--- src/rtl/bas_pkg.sv ---
package bas_pkg;

  localparam int BURST_BITS = 2;

  typedef enum logic [1:0] {
    CYC_IDLE  = 2'd0,
    CYC_READ  = 2'd1,
    CYC_WRITE = 2'd2
  } cyc_kind_e;

  // Low address bits for a given beat of a burst.
  function automatic logic [BURST_BITS-1:0] burst_low(
    input logic                  interleaved,
    input logic [BURST_BITS-1:0] start,
    input logic [BURST_BITS-1:0] beat
  );
    if (interleaved) burst_low = start ^ beat;
    else             burst_low = start + beat;
  endfunction

  function automatic logic [BURST_BITS-1:0] beat_next(
    input logic [BURST_BITS-1:0] beat
  );
    beat_next = beat + 1'b1;
  endfunction

endpackage

--- src/rtl/bas_cycle_decode.sv ---
module bas_cycle_decode (
  input  logic ctl_strobe_n,
  input  logic cpu_strobe_n,
  input  logic adv_n,
  input  logic en_a_n,
  input  logic en_b,
  input  logic en_c_n,
  input  logic active,
  output logic do_load,
  output logic do_desel,
  output logic do_step,
  output logic do_hold,
  output logic wr_blocked
);
  logic chip_on;
  logic cpu_go;
  logic ctl_go;
  logic strobe;

  always_comb begin
    chip_on    = !en_a_n && en_b && !en_c_n;
    cpu_go     = !cpu_strobe_n && !en_a_n;
    ctl_go     = !ctl_strobe_n;
    strobe     = cpu_go || ctl_go;
    do_load    = strobe && chip_on;
    do_desel   = strobe && !chip_on;
    do_step    = !strobe && active && !adv_n;
    do_hold    = !strobe && active && adv_n;
    wr_blocked = !cpu_strobe_n;
  end
endmodule

--- src/rtl/bas_write_decode.sv ---
module bas_write_decode #(
  parameter int NBYTES = 4
) (
  input  logic              gwr_n,
  input  logic              wr_n,
  input  logic [NBYTES-1:0] lane_wr_n,
  input  logic              blocked,
  output logic [NBYTES-1:0] lanes,
  output logic              is_write
);
  for (genvar i = 0; i < NBYTES; i++) begin : g_lane
    assign lanes[i] = !blocked && (!gwr_n || (!wr_n && !lane_wr_n[i]));
  end
  assign is_write = |lanes;
endmodule

--- src/rtl/bas_burst_counter.sv ---
module bas_burst_counter
  import bas_pkg::*;
#(
  parameter int ADDR_W = 16
) (
  input  logic              clk,
  input  logic              rst_n,
  input  logic              load,
  input  logic              desel,
  input  logic              step,
  input  logic [ADDR_W-1:0] ext_addr,
  input  logic              interleave,
  output logic [ADDR_W-1:0] addr,
  output logic              active
);
  localparam int HI_W = ADDR_W - BURST_BITS;

  logic [ADDR_W-1:0]     base_q;
  logic [BURST_BITS-1:0] beat_q;
  logic                  active_q;

  always_ff @(posedge clk or negedge rst_n) begin
    if (!rst_n) begin
      base_q   <= '0;
      beat_q   <= '0;
      active_q <= 1'b0;
    end else if (load) begin
      base_q   <= ext_addr;
      beat_q   <= '0;
      active_q <= 1'b1;
    end else if (desel) begin
      active_q <= 1'b0;
    end else if (step) begin
      beat_q   <= beat_next(beat_q);
    end
  end

  assign addr   = {base_q[ADDR_W-1 -: HI_W],
                   burst_low(interleave, base_q[BURST_BITS-1:0], beat_q)};
  assign active = active_q;
endmodule

--- src/rtl/burst_addr_sequencer.sv ---
module burst_addr_sequencer
  import bas_pkg::*;
#(
  parameter int ADDR_W = 16,
  parameter int NBYTES = 4
) (
  input  logic              clk,
  input  logic              rst_n,
  input  logic [ADDR_W-1:0] ext_addr,
  input  logic              ctl_strobe_n,
  input  logic              cpu_strobe_n,
  input  logic              adv_n,
  input  logic              en_a_n,
  input  logic              en_b,
  input  logic              en_c_n,
  input  logic              gwr_n,
  input  logic              wr_n,
  input  logic [NBYTES-1:0] lane_wr_n,
  input  logic              interleave,
  output logic [ADDR_W-1:0] cur_addr,
  output logic [1:0]        cyc_kind,
  output logic [NBYTES-1:0] lane_we,
  output logic              deselected
);
  logic              active;
  logic              do_load;
  logic              do_desel;
  logic              do_step;
  logic              do_hold;
  logic              wr_blocked;
  logic [NBYTES-1:0] lanes;
  logic              is_write;
  logic              cycle_live;
  cyc_kind_e         kind_q;
  logic [NBYTES-1:0] lanes_q;

  bas_cycle_decode u_dec (
    .ctl_strobe_n (ctl_strobe_n),
    .cpu_strobe_n (cpu_strobe_n),
    .adv_n        (adv_n),
    .en_a_n       (en_a_n),
    .en_b         (en_b),
    .en_c_n       (en_c_n),
    .active       (active),
    .do_load      (do_load),
    .do_desel     (do_desel),
    .do_step      (do_step),
    .do_hold      (do_hold),
    .wr_blocked   (wr_blocked)
  );

  bas_write_decode #(.NBYTES(NBYTES)) u_wr (
    .gwr_n     (gwr_n),
    .wr_n      (wr_n),
    .lane_wr_n (lane_wr_n),
    .blocked   (wr_blocked),
    .lanes     (lanes),
    .is_write  (is_write)
  );

  bas_burst_counter #(.ADDR_W(ADDR_W)) u_cnt (
    .clk        (clk),
    .rst_n      (rst_n),
    .load       (do_load),
    .desel      (do_desel),
    .step       (do_step),
    .ext_addr   (ext_addr),
    .interleave (interleave),
    .addr       (cur_addr),
    .active     (active)
  );

  assign cycle_live = do_load || do_step || do_hold;

  always_ff @(posedge clk or negedge rst_n) begin
    if (!rst_n) begin
      kind_q  <= CYC_IDLE;
      lanes_q <= '0;
    end else if (cycle_live) begin
      kind_q  <= is_write ? CYC_WRITE : CYC_READ;
      lanes_q <= lanes;
    end else begin
      kind_q  <= CYC_IDLE;
      lanes_q <= '0;
    end
  end

  assign cyc_kind   = kind_q;
  assign lane_we    = lanes_q;
  assign deselected = !active;
endmodule

--- config.mk ---
export PLATFORM = sky130hd
export DESIGN_NAME = burst_addr_sequencer
export DESIGN_NICKNAME = d
export VERILOG_FILES = /design/src/rtl/bas_pkg.sv /design/src/rtl/bas_cycle_decode.sv /design/src/rtl/bas_write_decode.sv /design/src/rtl/bas_burst_counter.sv /design/src/rtl/burst_addr_sequencer.sv
export SDC_FILE = /design/constraint.sdc
export NUM_CORES = 1
export LEC_CHECK = 0
export CAP_MARGIN = 20
export CORE_MARGIN = 2
export CORE_UTILIZATION = 41
export DETAILED_ROUTE_END_ITERATION = 10
export PLACE_DENSITY = 0.78
export SLEW_MARGIN = 5
export SYNTH_ARGS = -nofsm -noshare
export SYNTH_HDL_FRONTEND = slang
export SYNTH_SLANG_ARGS = --single-unit
--- constraint.sdc ---
create_clock -name clk -period 1.63 [get_ports clk]
set_clock_uncertainty 0.15 [all_clocks]
set_input_delay 0.326 -clock clk [delete_from_list [all_inputs] [get_ports clk]]
set_output_delay 0.326 -clock clk [all_outputs]
set_load 0.1 [all_outputs]
==> reports/metrics.csv, run 1 <==
stage;metric;value;unit
die;IO Pins;54;
timing;Hold Fails Final Rpt;0;
placement;IO Port Bufs;53;
detailed_routing;post-route ant nets;0;
clock_network;CTS Buf Count;3;
finish;Seq. cell area;627;um2
grt;initial antenna violation count;0;
detailed_routing;first drt pass iteration count;4;
detailed_routing;Avg Vias per Cell;4.91;
job;max-cap violations;0;
yosys;leading post-synthesis cells by cell area;dfrtp_1 52%, mux2_4 19%, buf_4 8.7%;
status;status;finished with violations;
yosys;Mapped Avg Cell Area;13.4;um2
clock_network;Hold Buf Count CTS;0;
critical_path;CP Max Fanout;4;
finish;final std cells w/o fill;171;
die;die area;3400;um2
critical_path;CP Class;flop to output pin;
critical_path;Critical Path AT;1.40;ns
detailed_routing;vias;839;
yosys;Synth Net Count;122;
clock_network;CTS clk-pin slew, worst paths;0.13;ns
clock_network;Sink Count;25;
finish;area grow syn2layout;68.3;%
timing;RSZ-0062 raised after global routing;yes;
critical_path;crit path capture type;output pin;
worst_hold_path;Hold Path Class;input port to asynchronous set/reset pin;
timing;worst slew pin tran;0.460;ns
pwr;Leak Pwr;0.936;nW
yosys;Netlist Area Pre-Place;1210;um2
timing;worst setup margin;-0.249;ns
detailed_routing;DRC errors left;0;
placement;placed cells;167;
grt;GRT Util Overall;15.7;%
finish;fin nets;173;
die;Die Y;58.3;um
detailed_routing;DRT iter0 DRCs;12;
yosys;number of flops mapped to enable cells by yosys;0;
clock_network;root buffer cell;clkbuf_4;
yosys;FF+latch count, synth;25;
die;chip width;58.3;um
finish;share of cells above drive strength 1;42.1;%
critical_path;CP required;1.15;ns
pwr;clock share of power;10.2;%
timing;period utilisation layout;115;%
clock_network;worst skew pair latency;0.31;ns
pwr;Int Power;0.00144;W
yosys;ys flop type;dfrtp_1;
yosys;yosys warns;0;
placement;DP Wirelength;2020;um
status;failing checks;setup timing;
pwr;Power Dens Cells;1280;nW/um2
die;Initial Util;43.5;%
yosys;asr flop ratio synth;100;%
timing;Hold WS;0.217;ns
die;Site Rows;19;
clock_network;CTS H-Tree Depth;1;
pwr;peak supply drop;1110;uV
yosys;instance count of the mapped netlist;90;
detailed_routing;wirelength, routed;2470;um
timing;fin. max-slew vios;0;
timing;setup tns final;-0.327;ns
finish;Multi-input gate area;494;um2
grt;largest net degree at the start of global routing;26;
timing;maximum clock rate;532;MHz
pwr;sequential share of power;31.8;%
pwr;reported net switching power;0.00117;W
pwr;switching share of total power;44.8;%
critical_path;CP Launch Type;flop;
detailed_routing;Avg WL per Cell;14.4;um
yosys;top cells by count, synth;25 x dfrtp_1, 15 x mux2_4, 14 x buf_4;
grt;first-pass GRT wire length;4100;um
clock_network;Longest Clk Path Bufs;2;
yosys;most frequent cell after synthesis;dfrtp_1;
yosys;cell taking the most area after synthesis;dfrtp_1;
placement;routability cong.;0.729;
timing;Min Clock Period, post-route;1.88;ns
finish;filler instances;193;
grt;global route overflow;0;
pwr;Comb power frac;58.1;%
finish;diode count;0;
timing;endpoints failing setup;2;
timing;Slew HR;69.0;%
clock_network;CTS tree;yes;
grt;vias in the first global route;892;
yosys;Seq/Total Area, Yosys;51.8;%
die;Core ar.;2780;um2
yosys;share of the synthesized area in the top cell type;51.8;%
yosys;Distinct cells, synth;24;
## worst paths after layout
path	start	to	slack, ns	cells past startpoint
min in group clk	u_cnt.base_q[15]	u_cnt.base_q[15]	0.44	1
worst min register to register	u_cnt.base_q[15]	u_cnt.base_q[15]	0.44	1
max in group asynchronous	rst_n	u_cnt.beat_q[0]	0.86	2
worst min-delay path	rst_n	u_cnt.base_q[14]	0.22	2
worst max-delay path	u_cnt.beat_q[0]	cur_addr[1]	-0.25	4
worst max register to register	u_cnt.active	lane_we[1]	0.26	3
## registers in the layout, summed over array words and instances (netlist names)
signal	cells
u_cnt.base_q	16
lane_we	4
cyc_kind	2
u_cnt.beat_q	2
u_cnt.active	1
## what timing repair did
| action | in CTS | in global routing |
|---|---|---|
| pin swaps | 2 | 1 |
| setup buffers | 0 | 0 |
| endpoints found under the setup margin | 2 | 2 |
| resized for setup | 1 | 2 |
## layout by cell type, fill, tap and decap left out, types with 2 or more instances in the layout
| cell | count |
|---|---|
| o21ai_0 | 3 |
| o21a_1 | 4 |
| nor2_1 | 5 |
| or3_1 | 2 |
| clkdlybuf4s50_1 | 30 |
| clkbuf_4 | 3 |
| nand2_1 | 2 |
| buf_12 | 24 |
| mux2_4 | 15 |
| inv_1 | 2 |
| dfrtp_1 | 24 |
| buf_4 | 8 |
| a21boi_0 | 2 |
## cell families after synthesis
family / after synthesis / share of synthesized area [%]
buffers and inverters: 18 / 11.2
and+or+nand+nor: 15 / 7.25
DFF: 25 / 51.8
xor gates and xnor gates: 2 / 1.45
muxes: 16 / 19.6
AOI/OAI and AO/OA: 13 / 7.76
adders and majority gates: 1 / 1.04
## critical path, cell delays in order (launching register included)
cell and delay (ns):
dfrtp_2 0.46, ha_4 0.16, nor2b_4 0.13, xnor2_4 0.15, buf_12 0.19
## metrics by stage
step | util (%) | total power (W) | setup slack, ns | cell area [um2]
after detailed placement | 71.5 | 0.00234 | -0.223 | 1990
after CTS | 72.7 | 0.00262 | -0.292 | 2020
after floorplan | - | 0.00184 | -0.109 | 1240
after global placement | 71.5 | 0.00232 | -0.165 | 1990
after global routing | 73.1 | 0.00270 | -0.316 | 2030
final | 73.1 | 0.00261 | -0.249 | 2030
## area by class of cell
type	count	share of cell area, %
timing repair buffer	62	41.3
sequential	25	30.8
multi-input combinational	47	24.3
tap	31	1.91
clock buffer	4	1.29
inverter	2	0.369
## power groups by stage
stage / clock network, W / logic, W / registers, W
2_1_floorplan: 0 / 0.00104 / 0.000805
3_3_place_gp: 0 / 0.00149 / 0.000830
3_5_place_dp: 0 / 0.00151 / 0.000833
4_1_cts: 0.000279 / 0.00152 / 0.000825
5_1_grt: 0.000304 / 0.00155 / 0.000842
6_report: 0.000265 / 0.00151 / 0.000828
## metal layers
layer,up-vias,track usage (%),share of wire (%)
met5,-,0,0
met1,407,19.6,40
li1,394,-,-
met3,0,3.96,8.7
met4,0,3.99,0
met2,38,27.3,51
Power figures use the tool's default switching activity.
==> inputs of run 2 (changes only) <==
--- a/config.mk
+++ b/config.mk
@@ -6,10 +6,14 @@
 export NUM_CORES = 1
 export LEC_CHECK = 0
 export CAP_MARGIN = 20
+export CELL_PAD_IN_SITES_DETAIL_PLACEMENT = 0
+export CELL_PAD_IN_SITES_GLOBAL_PLACEMENT = 2
 export CORE_MARGIN = 2
-export CORE_UTILIZATION = 41
+export CORE_UTILIZATION = 25
 export DETAILED_ROUTE_END_ITERATION = 10
-export PLACE_DENSITY = 0.78
+export PLACE_DENSITY = 0.76
+export REMOVE_ABC_BUFFERS = 1
+export SKIP_LAST_GASP = 1
 export SLEW_MARGIN = 5
 export SYNTH_ARGS = -nofsm -noshare
 export SYNTH_HDL_FRONTEND = slang
==> reports/metrics.csv, run 2 (same netlist as run 1, synthesis figures left out) <==
stage;metric;value;unit;change
status;status;finished with violations;;
status;failing checks;setup timing;;
placement;routability cong.;0.656;;-9.9%
critical_path;Slowest cell on crit path;dfrtp_1;;
timing;endpoints failing setup;2;;unchanged
timing;Hold WS;0.276;ns;+0.0584 ns
detailed_routing;vias;842;;+0.36%
critical_path;Critical Path AT;1.37;ns;-0.03 ns
critical_path;CP Max Fanout;2;;-2
placement;Placed Area;1980;um2;-0.38%
finish;most frequent cells in the layout;29 x clkdlybuf4s50_1, 25 x dfrtp_1, 23 x buf_12;;
die;chip width;73.5;um;+26%
finish;filler instances;438;;+130%
timing;worst slew pin tran;0.313;ns;-0.147 ns
clock_network;root buffer cell;clkbuf_8;;
grt;first-pass GRT wire length;4330;um;+5.6%
finish;post-route cell area;2090;um2;+3.0%
critical_path;CP cell instances;xnor2_2 > xnor2_4 > buf_16;;
die;IO Pins;54;;unchanged
timing;setup tns final;-0.249;ns;+0.0780 ns
grt;largest net degree at the start of global routing;26;;unchanged
timing;fin. max-slew vios;0;;unchanged
grt;global route overflow;0;;unchanged
finish;commonest non-fill, non-tap cell in the layout;clkdlybuf4s50_1;;
critical_path;CP Class;flop to output pin;;
die;Initial Util;25.8;%;-18 points
clock_network;CTS H-Tree Depth;1;;unchanged
critical_path;CP Buf/Inv Count;1;;unchanged
pwr;Leak Pwr;0.961;nW;+2.7%
finish;fin nets;173;;unchanged
finish;max reg flops;16;;unchanged
timing;period utilisation layout;113;%;-2.3 points
timing;worst setup margin;-0.213;ns;+0.0367 ns
die;Core ar.;4690;um2;+69%
finish;diode count;0;;unchanged
detailed_routing;DRT iter0 DRCs;26;;+14
timing;maximum clock rate;543;MHz;+2.0%
clock_network;CTS Buf Count;3;;unchanged
pwr;overall power;0.00272;W;+4.5%
timing;Slew HR;79.0;%;+10 points
detailed_routing;DRC errors left;0;;unchanged
finish;share of cells above drive strength 1;43.6;%;+1.4 points
worst_hold_path;Hold Path Class;input port to asynchronous set/reset pin;;
detailed_routing;wirelength, routed;2610;um;+5.9%
placement;IO Port Bufs;53;;unchanged
die;Die Y;73.5;um;+26%
grt;GRT Util Overall;10.5;%;-5.2 points
finish;Top reg by flops;u_cnt.base_q;;
critical_path;CP max stage delay;0.43;ns;-0.03 ns
detailed_routing;post-route ant nets;0;;unchanged
clock_network;worst skew pair latency;0.26;ns;-0.05 ns
placement;pre-CTS setup slack;-0.245;ns;-0.0216 ns
pwr;peak supply drop;587;uV;-47%
placement;DP Wirelength;2030;um;+0.74%
clock_network;CTS clk-pin slew, worst paths;0.09;ns;-0.04 ns
finish;area grow syn2layout;73.3;%;
pwr;Power Dens Cells;1300;nW/um2;+1.5%
critical_path;crit path capture type;output pin;;
timing;Hold Fails Final Rpt;0;;unchanged
critical_path;CP Launch Type;flop;;
grt;vias in the first global route;932;;+4.5%
timing;Min Clock Period, post-route;1.84;ns;-0.0367 ns
job;max-cap violations;0;;unchanged
detailed_routing;first drt pass iteration count;4;;unchanged
critical_path;Crit path max-delay family;XOR/XNOR gates;;
grt;initial antenna violation count;0;;unchanged
clock_network;Longest Clk Path Bufs;2;;unchanged
die;die area;5410;um2;+59%
timing;RSZ-0062 raised after global routing;yes;;
critical_path;CP required;1.15;ns;about the same
die;Site Rows;25;;+6
clock_network;Sink Count;25;;unchanged
clock_network;CTS tree;yes;;
detailed_routing;Avg Vias per Cell;4.34;;-12%
detailed_routing;Avg WL per Cell;13.5;um;-6.7%
## run 2: cell count changes in the layout (fill, tap and decap cells not counted), sizes merged
cell           delta
dlymetal6s2s      +1
clkdlybuf4s50     -1
clkbuf            -1
clkinvlp          +1
## run 2: final cells by class
class | count | area [um2] | share of cell area [%]
sequential | 25 | 626 | 29.9
clock buffer | 3 | 41.3 | 1.97
timing repair buffer | 62 | 851 | 40.6
clock inverter | 1 | 7.51 | 0.358
inverter | 2 | 7.51 | 0.358
multi-input combinational | 47 | 494 | 23.6
tap | 54 | 67.6 | 3.23
## run 2: worst paths after layout
path	from	cells past startpoint	end	slack (ns)
hold / removal	rst_n	2	u_cnt.base_q[0]	0.28
setup reg to reg	u_cnt.beat_q[0]	5	u_cnt.beat_q[1]	0.15
setup / recovery	u_cnt.base_q[1]	3	cur_addr[1]	-0.21
max in group asynchronous	rst_n	2	lane_we[1]	0.80
min in group clk	u_cnt.base_q[0]	1	u_cnt.base_q[0]	0.39
hold reg to reg	u_cnt.base_q[0]	1	u_cnt.base_q[0]	0.39
## run 2: metrics by stage
step                      util [%]  std cells
after global routing          44.6        194
after floorplan                  -         74
after detailed placement      42.2        189
after global placement        42.2        189
final                         44.6        194
after CTS                     43.9        194
## run 2: routing by layer
layer | track usage (%) | part of all wire [%] | vias to the layer above
met5 | 0 | 0 | -
met4 | 1.82 | 0.54 | 0
met3 | 4.53 | 7.5 | 2
met2 | 18.9 | 55 | 28
met1 | 11.5 | 37 | 418
li1 | - | - | 394
## run 2: what timing repair did
item,CTS,global route
setup endpoints to repair,2,8
endpoints found under the hold margin,0,0
gates resized for setup,4,9
hold buffers,0,0
pin swaps,2,1
setup buffers,1,0
## run 2: power by group
| group | total (W) | switching, W | leakage, nW | internal (W) |
|---|---|---|---|---|
| logic | 0.00153 | 0.000897 | 0.626 | 0.000637 |
| clock network | 0.000365 | 0.000192 | 0.0217 | 0.000173 |
| registers | 0.000823 | 0.000106 | 0.314 | 0.000717 |
==> inputs of run 3 (changes only) <==
--- a/config.mk
+++ b/config.mk
@@ -14,7 +14,6 @@
 export PLACE_DENSITY = 0.76
 export REMOVE_ABC_BUFFERS = 1
 export SKIP_LAST_GASP = 1
-export SLEW_MARGIN = 5
 export SYNTH_ARGS = -nofsm -noshare
 export SYNTH_HDL_FRONTEND = slang
 export SYNTH_SLANG_ARGS = --single-unit
==> results of run 3 <==
Same layout as run 2: the final DEF is identical, and so are final timing and power.
